--- src/rtl/fu_ctrl_pkg.sv ---
package fu_ctrl_pkg;
  typedef enum logic [1:0] {
    ST_IDLE  = 2'd0,
    ST_READ  = 2'd1,
    ST_EXEC  = 2'd2,
    ST_WRITE = 2'd3
  } fu_state_e;
endpackage

--- src/rtl/fu_seq.sv ---
module fu_seq
  import fu_ctrl_pkg::*;
(
  input  logic clk,
  input  logic rst,
  input  logic issue_i,
  input  logic rd_go_i,
  input  logic wr_go_i,
  input  logic shadow_n_i,
  input  logic die_i,
  input  logic fu_done_i,
  output logic busy_o,
  output logic rd_req_o,
  output logic wr_req_o,
  output logic fu_start_o,
  output logic fu_cancel_o,
  output logic load_opnd_o,
  output logic load_res_o,
  output logic wr_take_o
);
  fu_state_e state_q, state_d;
  logic busy_q, rd_req_q, wr_req_q, start_q, cancel_q;
  logic issue_take, rd_take, wr_take, done_take;

  assign issue_take = issue_i && (state_q == ST_IDLE) && !die_i;
  assign rd_take    = rd_go_i && rd_req_q && !die_i;
  assign wr_take    = wr_go_i && wr_req_q && !die_i;
  assign done_take  = fu_done_i && (state_q == ST_EXEC) && !die_i;

  always_comb begin
    state_d = state_q;
    if (die_i) begin
      state_d = ST_IDLE;
    end else begin
      unique case (state_q)
        ST_IDLE:  if (issue_take) state_d = ST_READ;
        ST_READ:  if (rd_take)    state_d = ST_EXEC;
        ST_EXEC:  if (done_take)  state_d = ST_WRITE;
        ST_WRITE: if (wr_take)    state_d = ST_IDLE;
        default:                  state_d = ST_IDLE;
      endcase
    end
  end

  always_ff @(posedge clk) begin
    if (rst) begin
      state_q  <= ST_IDLE;
      busy_q   <= 1'b0;
      rd_req_q <= 1'b0;
      wr_req_q <= 1'b0;
      start_q  <= 1'b0;
      cancel_q <= 1'b0;
    end else begin
      state_q  <= state_d;
      busy_q   <= (state_d != ST_IDLE);
      rd_req_q <= (state_d == ST_READ);
      wr_req_q <= (state_d == ST_WRITE) && shadow_n_i;
      start_q  <= rd_take;
      cancel_q <= die_i && busy_q;
    end
  end

  assign busy_o      = busy_q;
  assign rd_req_o    = rd_req_q;
  assign wr_req_o    = wr_req_q;
  assign fu_start_o  = start_q;
  assign fu_cancel_o = cancel_q;
  assign load_opnd_o = issue_take;
  assign load_res_o  = done_take;
  assign wr_take_o   = wr_take;
endmodule

--- src/rtl/fu_opnd_hold.sv ---
module fu_opnd_hold #(
  parameter int OP_W   = 6,
  parameter int DATA_W = 32
) (
  input  logic              clk,
  input  logic              rst,
  input  logic              load_i,
  input  logic [OP_W-1:0]   op_i,
  input  logic [DATA_W-1:0] a_i,
  input  logic [DATA_W-1:0] b_i,
  output logic [OP_W-1:0]   op_o,
  output logic [DATA_W-1:0] a_o,
  output logic [DATA_W-1:0] b_o
);
  localparam int PACK_W = OP_W + 2 * DATA_W;
  logic [PACK_W-1:0] hold_q;

  always_ff @(posedge clk) begin
    if (rst) begin
      hold_q <= '0;
    end else if (load_i) begin
      hold_q <= {op_i, a_i, b_i};
    end
  end

  assign {op_o, a_o, b_o} = hold_q;
endmodule

--- src/rtl/fu_result_hold.sv ---
module fu_result_hold #(
  parameter int DATA_W = 32
) (
  input  logic              clk,
  input  logic              rst,
  input  logic              load_i,
  input  logic [DATA_W-1:0] din_i,
  input  logic              grant_i,
  output logic [DATA_W-1:0] result_o,
  output logic              result_vld_o
);
  logic [DATA_W-1:0] res_q;

  always_ff @(posedge clk) begin
    if (rst) begin
      res_q <= '0;
    end else if (load_i) begin
      res_q <= din_i;
    end
  end

  assign result_o     = grant_i ? res_q : '0;
  assign result_vld_o = grant_i;
endmodule

--- src/rtl/fu_issue_ctrl.sv ---
module fu_issue_ctrl #(
  parameter int OP_W   = 6,
  parameter int DATA_W = 32
) (
  input  logic              clk,
  input  logic              rst,
  input  logic              issue_i,
  input  logic [OP_W-1:0]   opcode_i,
  input  logic [DATA_W-1:0] src_a_i,
  input  logic [DATA_W-1:0] src_b_i,
  output logic              busy_o,
  output logic              rd_req_o,
  input  logic              rd_go_i,
  output logic              wr_req_o,
  input  logic              wr_go_i,
  input  logic              shadow_n_i,
  input  logic              die_i,
  output logic              fu_start_o,
  output logic              fu_cancel_o,
  output logic [OP_W-1:0]   fu_op_o,
  output logic [DATA_W-1:0] fu_a_o,
  output logic [DATA_W-1:0] fu_b_o,
  input  logic              fu_done_i,
  input  logic [DATA_W-1:0] fu_result_i,
  output logic [DATA_W-1:0] result_o,
  output logic              result_vld_o
);
  logic load_opnd, load_res, wr_take;

  fu_seq i_seq (
    .clk        (clk),
    .rst        (rst),
    .issue_i    (issue_i),
    .rd_go_i    (rd_go_i),
    .wr_go_i    (wr_go_i),
    .shadow_n_i (shadow_n_i),
    .die_i      (die_i),
    .fu_done_i  (fu_done_i),
    .busy_o     (busy_o),
    .rd_req_o   (rd_req_o),
    .wr_req_o   (wr_req_o),
    .fu_start_o (fu_start_o),
    .fu_cancel_o(fu_cancel_o),
    .load_opnd_o(load_opnd),
    .load_res_o (load_res),
    .wr_take_o  (wr_take)
  );

  fu_opnd_hold #(.OP_W(OP_W), .DATA_W(DATA_W)) i_opnd (
    .clk   (clk),
    .rst   (rst),
    .load_i(load_opnd),
    .op_i  (opcode_i),
    .a_i   (src_a_i),
    .b_i   (src_b_i),
    .op_o  (fu_op_o),
    .a_o   (fu_a_o),
    .b_o   (fu_b_o)
  );

  fu_result_hold #(.DATA_W(DATA_W)) i_res (
    .clk         (clk),
    .rst         (rst),
    .load_i      (load_res),
    .din_i       (fu_result_i),
    .grant_i     (wr_take),
    .result_o    (result_o),
    .result_vld_o(result_vld_o)
  );
endmodule

--- config.mk ---
export PLATFORM = sky130hd
export DESIGN_NAME = fu_issue_ctrl
export DESIGN_NICKNAME = d
export VERILOG_FILES = /design/src/rtl/fu_ctrl_pkg.sv /design/src/rtl/fu_seq.sv /design/src/rtl/fu_opnd_hold.sv /design/src/rtl/fu_result_hold.sv /design/src/rtl/fu_issue_ctrl.sv
export SDC_FILE = /design/constraint.sdc
export NUM_CORES = 1
export LEC_CHECK = 0
export ABC_AREA = 1
export ABC_CLOCK_PERIOD_IN_PS = 2300
export BUFFER_PORTS_ARGS = -buffer_cell sky130_fd_sc_hd__buf_2
export CAP_MARGIN = 25
export CORE_UTILIZATION = 48
export DETAILED_ROUTE_END_ITERATION = 8
export HOLD_SLACK_MARGIN = 0.1
export PLACE_DENSITY = 0.88
export SYNTH_ARGS = -nofsm -noshare
export SYNTH_HDL_FRONTEND = slang
export SYNTH_SLANG_ARGS = --single-unit
--- constraint.sdc ---
create_clock -name clk -period 2.3 [get_ports clk]
set_input_delay 0.69 -clock clk [delete_from_list [all_inputs] [get_ports clk]]
set_output_delay 0.69 -clock clk [all_outputs]
set_load 0.005 [all_outputs]
==> flow_metrics.tcl, run 1 <==
set metrics [dict create \
    end_kind "output port" \
    synth_area_leaders "dfxtp_1 (53%), nor2_1 (15%), o21ai_0 (11%), a21oi_1 (4.2%), buf_6 (3.9%)" \
    core_um2 8220 \
    r2r_end "i_opnd.hold_q[66]$_SDFFE_PP0P_" \
    io_pins 218 \
    leakagePower_nw 2.72 \
    crit_required_ns 1.61 \
    worstMarginPinSlew_ns 0.549 \
    postCtsSetupRepairBufs 0 \
    synth_edf_count 0 \
    critPathMaxFanout 33 \
    antenna_found_initial 0 \
    period_share_pct 95.0 \
    fin_skew_ns 0.00827 \
    min_from "i_seq.busy_o$_SDFF_PP0_" \
    die_x_um 94.2 \
    drt_wl_total_um 10400 \
    num_rows 33 \
    dp.final_hpwl_um 7460 \
    netlist_area_um2 4080 \
    relSlewSlack_pct 63.4 \
    ir_drop_v 0.000362 \
    wl_per_cell_um 12.6 \
    num_vias 4045 \
    die_h_um 94.2 \
    io_buffer_count 217 \
    grt_pass1_vias 3758 \
    place_congestion 0.809 \
    drive_gt1_share_pct 36.0 \
    power.density_nw_per_um2 711 \
    cts_num_sinks 109 \
    ys_ff_latch 109 \
    drc 0 \
    grt_setup_unrepaired "no" \
    postCtsHoldBufs 0 \
    grt-ovfl-total 0 \
    worstSetupPathType "in2out" \
    min_path_cells 2 \
    grt_pass1_wl_um 16100 \
    ant_nets 0 \
    nNetsFinal 829 \
    rrSetupSlack_ns 0.82 \
    p_total_w 0.00382 \
    drt_iter0_drc 117 \
    async_reset_ff_share_pct 0 \
    n_antenna_cell 0 \
    clk_latency_ns 0.35 \
    synth_cell_types 19 \
    cts_tree "built" \
    synth-main-ff-cell "dfxtp_1" \
    routed_via_density 4.89 \
    hold_end "i_seq.fu_cancel_o$_SDFF_PP0_" \
    yosys_warnings 0 \
    r2r-start "i_seq.state_q[1]$_SDFF_PP0_" \
    ys_seq_area_share_pct 53.4 \
    netlist_instances 519 \
    syn_area_per_cell_um2 7.87 \
    die_area_um2 8880 \
    ys_top_cells_by_count "nor2_1 (164), dfxtp_1 (109), o21ai_0 (89), inv_1 (39), a21oi_1 (34)" \
    start_util_pct 49.7 \
    drt_first_pass_iters 4 \
    drv_cap 0 \
    r2r_cells 6 \
    setup_tns_ns 0 \
    critPathLaunchType "primary input" \
    htree_levels 3 \
    slew_viol_final 0 \
    track_usage_pct 22.9 \
    period_needed_ns 2.18 \
    clockRootBuffer "clkbuf_8" \
    synth_top_area_cell "dfxtp_1" \
    cts_resized 0 \
    status "complete, no violations" \
    synthesis.nets 629 \
    cts_made_buffers 9 \
    hold_class "reg2reg" \
    synth_most_common_cell "nor2_1" \
    synth_top_cell_area_share_pct 53.4 \
    grt_max_degree 71 \
    arrival_ns 1.49 \
    clkSlewWorstSetupHoldPaths_ns 0.10 \
    cts_max_path_buffers 2 \
    max_freq_mhz 458 \
    setup_viol 0 \
    area_growth_pct 31.7 \
    hold_violations 0 \
    nFillCells 709 \
]
-- logic make-up after synthesis --
kind of cell | synth area share, %
buffers and inverters | 10.0
DFF | 53.4
and+or+nand+nor | 19.9
AOI/OAI and AO/OA | 16.7
-- stage by stage --
| stage | setup WS [ns] | instance area (um^2) | cells | utilization [%] | hold WS [ns] |
|---|---|---|---|---|---|
| final | 0.115 | 5380 | 827 | 65.4 | 0.450 |
| after global routing | 0.0607 | 5380 | 827 | 65.4 | 0.460 |
| after detailed placement | 0.130 | 5130 | 813 | 62.4 | 0.445 |
| after global placement | 0.200 | 5130 | 813 | 62.4 | 0.440 |
| after CTS | 0.130 | 5380 | 827 | 65.4 | 0.451 |
| after floorplan | 0.405 | 4080 | 519 | - | 0.429 |
-- worst max-delay path by stage --
stage,startpoint,endpoint,depth (start not counted)
floorplan,die_i,result_o[19],4
global placement,die_i,result_o[2],6
detailed placement,die_i,result_o[22],6
CTS,die_i,result_o[22],6
global route,die_i,result_o[22],6
finish,die_i,result_o[22],6
-- layout by cell type (no fill, tap or decap), drive strengths merged --
cell type    n
a21oi       34
buf        223
bufinv       4
clkbuf       9
clkinv       1
dfxtp      109
inv         43
nand2       11
nand3        5
nand4        1
nor2       180
o21ai      102
-- worst max-delay path, cell delays in order --
cell and delay, ns:
buf_2 0.13, inv_2 0.08, nand3_1 0.14, buf_12 0.20, nor2_1 0.12, buf_2 0.13
-- cell type report --
type	instances	area, um^2	share of cell area, %
sequential	109	2180	40.6
multi-input combinational	333	1490	27.8
timing repair buffer	223	1160	21.5
inverter	43	166	3.09
tap	105	131	2.44
clock inverter	5	125	2.33
clock buffer	9	124	2.30
-- metal layers --
layer	wire, um	vias to the layer above	global-route usage (%)
li1	-	2035	-
met1	4230	1813	24.9
met2	5080	176	41.1
met3	880	21	6.47
met4	218	0	9.62
met5	0	-	0
-- where the power goes --
group	total [W]	internal [W]	switching, W	leakage [nW]
clock network	0.00141	0.000820	0.000594	0.125
registers	0.00202	0.00198	0.0000423	0.891
logic	0.000390	0.000179	0.000211	1.70
total	0.00382	0.00297	0.000847	2.72
-- flip-flops by register name, summed over array words and instances, names as in the netlist --
signal / count
i_seq.busy_o: 1
i_seq.wr_req_o: 1
i_seq.state_q: 2
i_seq.fu_start_o: 1
i_opnd.hold_q: 70
i_seq.fu_cancel_o: 1
i_res.res_q: 32
i_seq.rd_req_o: 1
Note: power is estimated with default switching activity, not from simulation.
==> run 2: changes to the inputs <==
--- a/config.mk
+++ b/config.mk
@@ -11,8 +11,10 @@
 export CAP_MARGIN = 25
 export CORE_UTILIZATION = 48
 export DETAILED_ROUTE_END_ITERATION = 8
+export GPL_TIMING_DRIVEN = 0
 export HOLD_SLACK_MARGIN = 0.1
 export PLACE_DENSITY = 0.88
+export RECOVER_POWER = 25
 export SYNTH_ARGS = -nofsm -noshare
 export SYNTH_HDL_FRONTEND = slang
 export SYNTH_SLANG_ARGS = --single-unit
==> run 2 against run 1 <==
Compared with the run above:
- core utilization rose by 1.1 points
- fmax decreased by 1.4%
- global-route usage rose by 1.7 points
- cell area is 1.7% higher
- clock skew increased by 0.0025 ns
- wire length up 6.7%
- sequential share of layout area is 0.69 points lower
- power down 5.2%
- combinational power grew 7.4%
- die area did not move
- first-iteration DRC count rose by 9.4%
- critical path type unchanged
- largest power group unchanged
- highest routed layer unchanged
==> flow_metrics.tcl, run 2 (synthesis gave the netlist of run 1 again) <==
set metrics [dict create \
    setup_viol 0 \
    intPower_w 0.00272 \
    r2r_cells 7 \
    r2r-start "i_seq.state_q[1]$_SDFF_PP0_" \
    drv_cap 0 \
    grt.met1_usage_pct 26.0 \
    period_needed_ns 2.22 \
    n_antenna_cell 0 \
    nNetsFinal 857 \
    r2r_end "i_opnd.hold_q[62]$_SDFFE_PP0P_" \
    grt_pass1_vias 3856 \
    critPathMaxFanout 10 \
    drt_first_pass_iters 6 \
    clkSlewWorstSetupHoldPaths_ns 0.09 \
    layout_common_cells "buf_2 (217), nor2_1 (166), dfxtp_1 (109)" \
    io_pins 218 \
    die_area_um2 8880 \
    num_vias 4161 \
    arrival_ns 1.53 \
    relSlewSlack_pct 23.4 \
    crit_required_ns 1.61 \
    busiest_layer "met2" \
    fin_util_pct 66.6 \
    largest_reg_flops 70 \
    die_h_um 94.2 \
    die_x_um 94.2 \
    drt_wl_total_um 11100 \
    ant_nets 0 \
    place_congestion 0.769 \
    leakagePower_nw 2.74 \
    min_from "i_seq.busy_o$_SDFF_PP0_" \
    postCtsHoldBufs 0 \
    cts_made_buffers 9 \
    area_growth_pct 33.9 \
    drc 0 \
    htree_levels 3 \
    power.density_nw_per_um2 662 \
    worstMarginPinSlew_ns 1.14 \
    setup_ws_ns 0.0846 \
    slew_viol_final 0 \
    num_rows 33 \
    rrSetupSlack_ns 0.20 \
    p_clk_share_pct 32.7 \
    drt_iter0_drc 128 \
    routed_via_density 4.86 \
    critPathLaunchType "primary input" \
    worstSetupPathType "in2out" \
    start_util_pct 49.7 \
    cts_num_sinks 109 \
    dp.final_hpwl_um 8490 \
    p_comb_share_pct 11.6 \
    clk_latency_ns 0.36 \
    hold_violations 0 \
    core_um2 8220 \
    drive_gt1_share_pct 35.5 \
    end_kind "output port" \
    min_path_cells 2 \
    grt_max_degree 19 \
    cts_tree "built" \
    top_register "i_opnd.hold_q" \
    hold_end "i_seq.fu_cancel_o$_SDFF_PP0_" \
    ir_drop_v 0.000388 \
    grt_pass1_wl_um 17100 \
    io_buffer_count 217 \
    grt_setup_unrepaired "no" \
    p_seq_share_pct 55.8 \
    status "complete, no violations" \
    fin_skew_ns 0.0108 \
    switching_share_pct 25.0 \
    max_freq_mhz 451 \
    period_share_pct 96.3 \
    antenna_found_initial 0 \
    hold_class "reg2reg" \
    clockRootBuffer "clkbuf_8" \
    wl_per_cell_um 13.0 \
    track_usage_pct 24.6 \
    largest_registers "i_opnd.hold_q (70), i_res.res_q (32), i_seq.state_q (2)" \
    grtUsageMet3_pct 6.80 \
    layout_commonest_cell "buf_2" \
    grt-ovfl-total 0 \
    switchingPower_w 0.000906 \
    cts_max_path_buffers 2 \
    use_met2_pct 45.2 \
    place_ws_ns -0.0424 \
]
==> run 2: timing repair <==
item,4_1_cts,5_1_grt
endpoints found under the setup margin,13,0
buffers inserted,0,0
gates resized for setup,1,0
==> run 2: stage by stage <==
step	hold WS (ns)	instance area (um^2)	setup TNS [ns]	cells	total power, W
floorplan	0.429	4080	0	519	0.00225
global placement	0.438	5300	-0.00803	841	0.00247
detailed placement	0.438	5300	-0.192	841	0.00248
CTS	0.453	5510	0	857	0.00365
global route	0.477	5470	0	857	0.00378
finish	0.451	5470	0	857	0.00362
==> run 2: worst max-delay path, stage by stage <==
cell     delay [ns]
buf_2          0.13
inv_2          0.09
nand3_2        0.14
buf_2          0.22
nor2_1         0.12
buf_2          0.13
==> run 2: worst max path at each step <==
stage	depth (start not counted)	to	startpoint	slack, ns
after floorplan	4	result_o[19]	die_i	0.41
final	6	result_o[11]	die_i	0.08
after global placement	6	result_o[31]	die_i	-0.004
after detailed placement	6	result_o[1]	die_i	-0.04
after CTS	6	result_o[1]	die_i	0.06
after global routing	6	result_o[1]	die_i	0.001
==> run 2: layout make-up <==
| class | instances | area (um^2) |
|---|---|---|
| fillers | 682 | 2750 |
| clock inverters | 6 | 70.1 |
| flip-flops and latches | 109 | 2180 |
| plain buffers | 34 | 225 |
| clock buffers | 10 | 138 |
| multi-input cells | 333 | 1480 |
| inverters | 43 | 166 |
| repair buffers | 217 | 1080 |
| well taps | 105 | 131 |
==> run 2: power by group through the flow <==
| stage | sequential (W) | combinational, W | clock, W |
|---|---|---|---|
| 5_1_grt | 0.00203 | 0.000466 | 0.00129 |
| 3_3_place_gp | 0.00205 | 0.000413 | 0 |
| 6_report | 0.00202 | 0.000419 | 0.00118 |
| 3_5_place_dp | 0.00206 | 0.000426 | 0 |
| 2_1_floorplan | 0.00207 | 0.000185 | 0 |
| 4_1_cts | 0.00202 | 0.000429 | 0.00121 |
==> run 2: per-layer routing <==
layer | share of wire, % | routed length [um]
met1 | 40 | 4460
met2 | 50 | 5590
met3 | 7.9 | 880
met4 | 1.5 | 163
met5 | 0 | 0
